`config.mk`:
```
export PLATFORM = sky130hd
export DESIGN_NAME = i2c_arb_monitor
export DESIGN_NICKNAME = d
export VERILOG_FILES = /design/src/rtl/i2c_arb_pkg.sv /design/src/rtl/arb_line_watch.sv /design/src/rtl/arb_flag_track.sv /design/src/rtl/i2c_arb_monitor.sv
export SDC_FILE = /design/constraint.sdc
export NUM_CORES = 1
export LEC_CHECK = 0
export ABC_AREA = 0
export BUFFER_PORTS_ARGS = -buffer_cell sky130_fd_sc_hd__buf_2
export CAP_MARGIN = 20
export CORE_MARGIN = 2
export CORE_UTILIZATION = 44
export DETAILED_ROUTE_END_ITERATION = 12
export GPL_TIMING_DRIVEN = 1
export PLACE_DENSITY = 0.86
export RECOVER_POWER = 50
export REMOVE_ABC_BUFFERS = 1
export SYNTH_ARGS = -nofsm -noshare
export SYNTH_HDL_FRONTEND = slang
export SYNTH_HIERARCHICAL = 1
export SYNTH_SLANG_ARGS = --single-unit
```
`constraint.sdc`:
```
create_clock -name clk -period 1.35 [get_ports clk]
set_input_delay 0.135 -clock clk [delete_from_list [all_inputs] [get_ports clk]]
set_output_delay 0.135 -clock clk [all_outputs]
set_load 0.02 [all_outputs]
```
`src/rtl/i2c_arb_pkg.sv`:
```
package i2c_arb_pkg;

    localparam int unsigned COND_W = 4;

    // Bit positions inside the condition vectors
    localparam int unsigned CB_START   = 0;
    localparam int unsigned CB_RESTART = 1;
    localparam int unsigned CB_STOP    = 2;
    localparam int unsigned CB_ACK     = 3;

    typedef struct packed {
        logic              irq;
        logic              abort;
        logic              rel;
        logic              tbf_clr;
        logic [COND_W-1:0] cond_clr;
        logic              sleep_prev;
    } resp_t;

    typedef struct packed {
        logic s;
        logic p;
        logic lost;
    } flags_t;

endpackage

```
`src/rtl/arb_line_watch.sv`:
```
module arb_line_watch #(
    parameter int unsigned HOLD = 1
) (
    input  logic clk,
    input  logic rst_n,
    input  logic en,
    input  logic sda_in,
    input  logic scl_in,
    output logic start_det,
    output logic stop_det,
    output logic cmp_ok
);
    localparam int unsigned CW = (HOLD < 1) ? 1 : $clog2(HOLD + 1);
    localparam logic [CW-1:0] HOLD_C = CW'(HOLD);

    typedef struct packed {
        logic          sda;
        logic          scl;
        logic [CW-1:0] cnt;
    } line_t;

    line_t st_d, st_q;

    always_comb begin
        st_d     = st_q;
        st_d.sda = sda_in;
        st_d.scl = scl_in;
        if (!scl_in || !en)
            st_d.cnt = '0;
        else if (st_q.cnt < HOLD_C)
            st_d.cnt = st_q.cnt + 1'b1;
        start_det = en && scl_in && st_q.scl && st_q.sda && !sda_in;
        stop_det  = en && scl_in && st_q.scl && !st_q.sda && sda_in;
        cmp_ok    = en && scl_in && (st_q.cnt >= HOLD_C);
    end

    always_ff @(posedge clk or negedge rst_n) begin
        if (!rst_n)
            st_q <= '{sda: 1'b1, scl: 1'b1, cnt: '0};
        else
            st_q <= st_d;
    end

    generate
        if (HOLD > 0) begin : g_skew_chk

            skew_window_chk: assert property (@(posedge clk) disable iff (!rst_n)
                !st_q.scl |-> !cmp_ok);
        end
    endgenerate

endmodule

```
`src/rtl/arb_flag_track.sv`:
```
module arb_flag_track
    import i2c_arb_pkg::*;
(
    input  logic clk,
    input  logic rst_n,
    input  logic start_det,
    input  logic stop_det,
    input  logic coll,
    output logic s_flag,
    output logic p_flag,
    output logic stop_irq
);
    flags_t fl_d, fl_q;

    always_comb begin
        fl_d = fl_q;
        if (start_det) begin
            fl_d.s = 1'b1;
            fl_d.p = 1'b0;
        end else if (stop_det) begin
            fl_d.s = 1'b0;
            fl_d.p = 1'b1;
        end
        if (coll)
            fl_d.lost = 1'b1;
        else if (stop_det)
            fl_d.lost = 1'b0;
        stop_irq = stop_det && fl_q.lost;
    end

    always_ff @(posedge clk or negedge rst_n) begin
        if (!rst_n)
            fl_q <= '0;
        else
            fl_q <= fl_d;
    end

    assign s_flag = fl_q.s;
    assign p_flag = fl_q.p;


    start_sets_chk: assert property (@(posedge clk) disable iff (!rst_n)
        start_det |=> (s_flag && !p_flag));

    stop_sets_chk: assert property (@(posedge clk) disable iff (!rst_n)
        stop_det |=> (p_flag && !s_flag));

    lost_cleared_chk: assert property (@(posedge clk) disable iff (!rst_n)
        stop_irq |=> !fl_q.lost);

endmodule

```
`src/rtl/i2c_arb_monitor.sv`:
```
module i2c_arb_monitor
    import i2c_arb_pkg::*;
#(
    parameter int unsigned HOLD = 1
) (
    input  logic              clk,
    input  logic              rst_n,
    input  logic              sda_in,
    input  logic              scl_in,
    input  logic              sda_drive,
    input  logic              tx_busy,
    input  logic              rx_busy,
    input  logic [COND_W-1:0] cond_busy,
    input  logic              sleep_req,
    input  logic              idle_req,
    input  logic              stop_in_idle,
    output logic              mst_irq,
    output logic              mst_abort,
    output logic              force_release,
    output logic              tbf_clr,
    output logic [COND_W-1:0] cond_clr,
    output logic              s_flag,
    output logic              p_flag,
    output logic              bus_free
);
    logic  halted, start_det, stop_det, cmp_ok, stop_irq;
    logic  active, coll, sleep_abort, any_abort;
    resp_t rs_d, rs_q;

    assign halted = idle_req && stop_in_idle;

    arb_line_watch #(.HOLD(HOLD)) u_line (
        .clk       (clk),
        .rst_n     (rst_n),
        .en        (!halted),
        .sda_in    (sda_in),
        .scl_in    (scl_in),
        .start_det (start_det),
        .stop_det  (stop_det),
        .cmp_ok    (cmp_ok)
    );

    arb_flag_track u_flags (
        .clk       (clk),
        .rst_n     (rst_n),
        .start_det (start_det),
        .stop_det  (stop_det),
        .coll      (coll),
        .s_flag    (s_flag),
        .p_flag    (p_flag),
        .stop_irq  (stop_irq)
    );

    always_comb begin
        active      = tx_busy || (|cond_busy);
        coll        = cmp_ok && active && sda_drive && !sda_in;
        sleep_abort = sleep_req && !rs_q.sleep_prev && (active || rx_busy);
        any_abort   = coll || sleep_abort;

        rs_d            = '0;
        rs_d.sleep_prev = sleep_req;
        rs_d.irq        = coll || stop_irq;
        rs_d.abort      = any_abort;
        rs_d.rel        = any_abort;
        rs_d.tbf_clr    = any_abort && tx_busy;
        rs_d.cond_clr   = any_abort ? cond_busy : '0;
    end

    always_ff @(posedge clk or negedge rst_n) begin
        if (!rst_n)
            rs_q <= '0;
        else
            rs_q <= rs_d;
    end

    assign mst_irq       = rs_q.irq;
    assign mst_abort     = rs_q.abort;
    assign force_release = rs_q.rel;
    assign tbf_clr       = rs_q.tbf_clr;
    assign cond_clr      = rs_q.cond_clr;
    assign bus_free      = p_flag || (!s_flag && !p_flag);


    tbf_with_abort_chk: assert property (@(posedge clk) disable iff (!rst_n)
        tbf_clr |-> (mst_abort && force_release));

    cond_with_abort_chk: assert property (@(posedge clk) disable iff (!rst_n)
        (cond_clr != '0) |-> mst_abort);

    flags_exclusive_chk: assert property (@(posedge clk) disable iff (!rst_n)
        !(s_flag && p_flag));

    halt_freeze_chk: assert property (@(posedge clk) disable iff (!rst_n)
        halted |=> ($stable(s_flag) && $stable(p_flag) && !mst_irq));

    sleep_once_chk: assert property (@(posedge clk) disable iff (!rst_n)
        (sleep_req && $past(sleep_req) && !cmp_ok) |=> !mst_abort);

endmodule

```
**Yosys cells after proc, flatten, opt, wreduce, memory -nomap -nowiden**

Cells that the tools add are included.

- Register bits after elaboration: 14
- Latch bits: 0
- RAM bits: 0
- Bits in read-only memories: 0
- Input port bits: 14
- Output and inout port bits: 11
- Memories kept: 0

- Add/subtract/negate cells: 1
- Multiply operators: 0
- Divide/modulo/power cells: 0
- Magnitude comparators: 2
- Equal/unequal tests: 0
- Shifts and indexed selects: 0
- Multiplexer cells: 7
- Bitwise logic cells: 0
- Reductions and logical operators: 33

Operator list:

| cell | count |
|---|---|
| $logic_and 1x1->1 | 16 |
| $logic_not 1->1 | 7 |
| $logic_or 1x1->1 | 6 |
| $reduce_bool 2->1 | 3 |
| $mux 1 | 4 |
| $mux 2 | 2 |
| $mux 4 | 1 |
| $reduce_or 4->1 | 1 |
| $add 1x1->1 const B | 1 |
| $ge 1x1->1 const B | 1 |
| $lt 1x1->1 const B | 1 |

**Logic depth before layout (Yosys ltp)**

- Depth after elaboration: 9
- Mapped depth: 6
- Mapped depth without buffers: 6

**Modules after synthesis**

The synthesis kept the hierarchy.

By module, submodules not included:

| module | times used | cells each | area an instance (µm²) | sequential area each (µm²) |
|---|---|---|---|---|
| i2c_arb_monitor | 1 | 28 | 354.1 | 200.2 |
| arb_line_watch | 1 | 8 | 127.6 | 77.6 |
| arb_flag_track | 1 | 9 | 108.9 | 75.1 |

**Worst setup path after synthesis**

Ideal clock, no wire load.

- Kind: reg-to-reg
- From: register u_line/st_q[1] (netlist name)
- To: register u_flags.fl_q, in the netlist u_flags/s_flag
- Setup time: 0.118 ns
- Arrival time: 0.995 ns
- Required time: 1.232 ns
- Path slack: 0.237 ns
- Stages on the path, launching flop included: 5
- Cells stage by stage: dfstp_2 -> nand3_2 -> nor3b_2 -> inv_1 -> a21o_1

- Word-level cells in the longest chain between the ends: 4
- Elaborated cells between the ends (all ways): 7
- Those cells by class: 1 x mux; 6 x reduce/logical

RTL lines:

| what | line | RTL |
|---|---|---|
| start: declaration | arb_line_watch.sv:22 | `line_t st_d, st_q;` |
| start signal: assignment | arb_line_watch.sv:39 | `st_q <= '{sda: 1'b1, scl: 1'b1, cnt: '0};` |
| start signal: assignment | arb_line_watch.sv:41 | `st_q <= st_d;` |
| $logic_and 1x1->1 (3 in a row) | arb_line_watch.sv:33 | `stop_det = en && scl_in && st_q.scl && !st_q.sda && sda_in;` |
| net stop_det | i2c_arb_monitor.sv:26 | `logic halted, start_det, stop_det, cmp_ok, stop_irq;` |
| $reduce_bool 2->1 (no source line) | n/a |  |
| end signal: assignment | arb_flag_track.sv:35 | `fl_q <= fl_d;` |
| end: declaration | arb_flag_track.sv:13 | `flags_t fl_d, fl_q;` |

The timed path passes the listed nets, and every way through them passes these cells.
A chain may end at the register's enable or synchronous reset.

==> results.sh <==
export IMPL_result_of_the_run="complete, no violations"
export IMPL_drt_wl_total_um=994
export IMPL_setup_viol_count_final=0
export IMPL_reg2reg_setup_slack_ns=0.11
export IMPL_power_total_w=0.000846
export IMPL_stdcell_count=86
export IMPL_synthDistinctLibCells=18
export IMPL_final_common_cell="buf_2"
export IMPL_globalRouteTotalUtil=0.153
export IMPL_peakVddDrop_mv=0.550
export IMPL_tritoncts_num_buffers=3
export IMPL_std_cell_rows=13
export IMPL_hold_path_class="in -> reg"
export IMPL_area_growth_synth_to_final_pct=26.9
export IMPL_worst_skew_ns=0.00346
export IMPL_final_period_utilization=0.919
export IMPL_cts_htree_levels=1
export IMPL_remaining_drc_errors=0
export IMPL_end_kind="flop"
export IMPL_critPathKind="reg -> reg"
export IMPL_cts_setup_buffers=0
export IMPL_design_final_nets=87
export IMPL_sink_count=14
export IMPL_core_um2=1270
export IMPL_timing_hold_worst_start="cond_busy[1]"
export IMPL_ys_seq_area_frac=0.597
export IMPL_cts_repair_resized=0
export IMPL_synth_seq_cells=14
export IMPL_syn_inst=45
export IMPL_sum_of_overflow_across_all_layers_after_global_routing=0
export IMPL_number_of_antenna_violations_at_the_first_check_in_global_routing=0
export IMPL_grt_start_max_net_pins=15
export IMPL_grt_first_pass_wirelength_mm=1.57
export IMPL_post_synth_cell_area_avg_um2=13.1
export IMPL_clkTransAtPathRegs_ns=0.07
export IMPL_reg2regPathDepth=4
export IMPL_final_core_util=0.591
export IMPL_worstPathMaxFanout=3
export IMPL_cts_root_buf="clkbuf_4"
export IMPL_report_final_slew_viol_count=0
export IMPL_worst_slew_pin_transition_ns=0.701
export IMPL_n_antenna_cell=0
export IMPL_cts_hold_buf=4
export IMPL_die_h_um=40.6
export IMPL_power_density_nw_per_um2=1130
export IMPL_tritoncts="yes"
export IMPL_first_global_vias=385
export IMPL_fmaxAchievable_mhz=806
export IMPL_routed_via_count=405
export IMPL_port_buffer_count=24
export IMPL_drtIter0Drc=5
export IMPL_placed_cells_incl_taps=79
export IMPL_max_slew_margin=0.532
export IMPL_arrival_ns=1.44
export IMPL_chip_width_um=40.6
export IMPL_clock_insertion_delay_worst_skew_ns=0.26
export IMPL_max_cap_violations=0
export IMPL_worst_setup_path_start_kind="flop"
export IMPL_initial_utilization=0.465
export IMPL_yosys_warnings=6
export IMPL_routabilityCongestion=0.648
export IMPL_cp_required_ns=1.55
export IMPL_wl_per_cell_um=11.6
export IMPL_total_iterations_of_the_first_detailed_routing_run=2
export IMPL_top_level_ports=25
export IMPL_postRouteAntennaNets=0
export IMPL_final_cell_mix="20 x buf_2, 12 x dfrtp_1, 5 x a21boi_0"
export IMPL_post_drt_via_cell_ratio=4.71
export IMPL_leakagePower_nw=0.386
export IMPL_report_final_hold_viol_count=0
export IMPL_syn_area_um2=591
export IMPL_layout_min_cycle_time_ns=1.24
export IMPL_worstHoldPathCells=2
export IMPL_timing_setup_tns_ns=0
export IMPL_layout_filler_cells=97
export IMPL_layout_drive_gt1_share=0.465
export IMPL_r2r_start="u_line/st_q[1]"
export IMPL_dp_hpwl_um=782
export IMPL_rsz_0062_raised_after_global_routing="false"
export IMPL_reg2reg_to="mst_irq"
export IMPL_clockBufferDepth=2
export IMPL_worst_hold_path_endpoint="cond_clr[1]"
export IMPL_die_outline_area_um2=1650
==> metrics by stage <==
stage	hold slack (ns)	setup WS (ns)	instance area [um2]
2_1_floorplan	-0.161	0.237	553
3_3_place_gp	0.0331	0.111	692
3_5_place_dp	0.0380	0.0673	692
4_1_cts	0.119	0.116	754
5_1_grt	0.122	0.0662	749
6_report	0.129	0.110	749
==> sequential cells by signal (all words and copies together) (netlist names) <==
signal,count
cond_clr,4
u_line/st_q,3
force_release,1
mst_irq,1
rs_q,1
tbf_clr,1
u_flags/fl_q,1
u_flags/p_flag,1
u_flags/s_flag,1
==> cell usage after synthesis <==
master	count	area, um2
and3b_1	1	8.76
nor4_1	1	6.26
nor3b_2	2	25.0
o31ai_4	1	21.3
o21ai_1	1	5.00
buf_4	5	37.5
and3_2	1	7.51
nor2_1	2	7.51
dfrtp_1	12	300
and2_2	2	15.0
dfstp_2	2	52.6
a21o_1	2	15.0
nand2_1	1	3.75
or3_4	1	11.3
a21boi_0	5	37.5
nand2b_1	3	18.8
nand3_2	1	10.0
inv_1	2	7.51
==> per-layer routing <==
metal  wire length (um)  global-route usage  vias to the layer above
met5                  0                   0                        -
met3                 46              0.0163                        0
met1                399               0.148                      190
met4                  0               0.100                        0
met2                547               0.298                       14
li1                   -                   -                      201
==> worst max path at each step <==
stage / slack [ns] / from / depth (start not counted) / end
3_5_place_dp: 0.07 / tx_busy / 5 / u_flags/fl_q[0]
2_1_floorplan: 0.24 / u_line/st_q[1] / 4 / u_flags/s_flag
5_1_grt: 0.07 / sda_in / 5 / cond_clr[0]
6_report: 0.11 / u_line/st_q[1] / 4 / mst_irq
3_3_place_gp: 0.11 / tx_busy / 5 / u_flags/fl_q[0]
4_1_cts: 0.12 / sda_in / 5 / cond_clr[0]
==> final cells by class <==
| class | instances | area, um2 | area share |
|---|---|---|---|
| multi-input cells | 24 | 193 | 0.257 |
| well taps | 15 | 18.8 | 0.0250 |
| flip-flops and latches | 14 | 353 | 0.471 |
| clock buffers | 3 | 22.5 | 0.0301 |
| inverters | 2 | 7.51 | 0.0100 |
| repair buffers | 28 | 155 | 0.207 |
==> cells by family (layout without fill, tap and decap cells) <==
group / Yosys count / in the layout / synth area share
buffers and inverters: 7 / 33 / 0.0763
flip-flops: 14 / 14 / 0.597
AO/OA/AOI/OAI: 9 / 9 / 0.133
AND/OR/NAND/NOR: 15 / 15 / 0.193
==> where the power goes <==
group / internal [W] / switching (W) / total [W]
Sequential: 0.000458 / 0.0000164 / 0.000474
Clock: 0.000103 / 0.000107 / 0.000210
Combinational: 0.0000691 / 0.0000921 / 0.000161
==> worst max-delay path: stages, from the launching register on <==
cell      delay, ns
dfstp_2        0.53
nand3_2        0.09
nor3b_2        0.26
and2_2         0.19
nand2b_1       0.11
(Power assumes the default switching activity.)
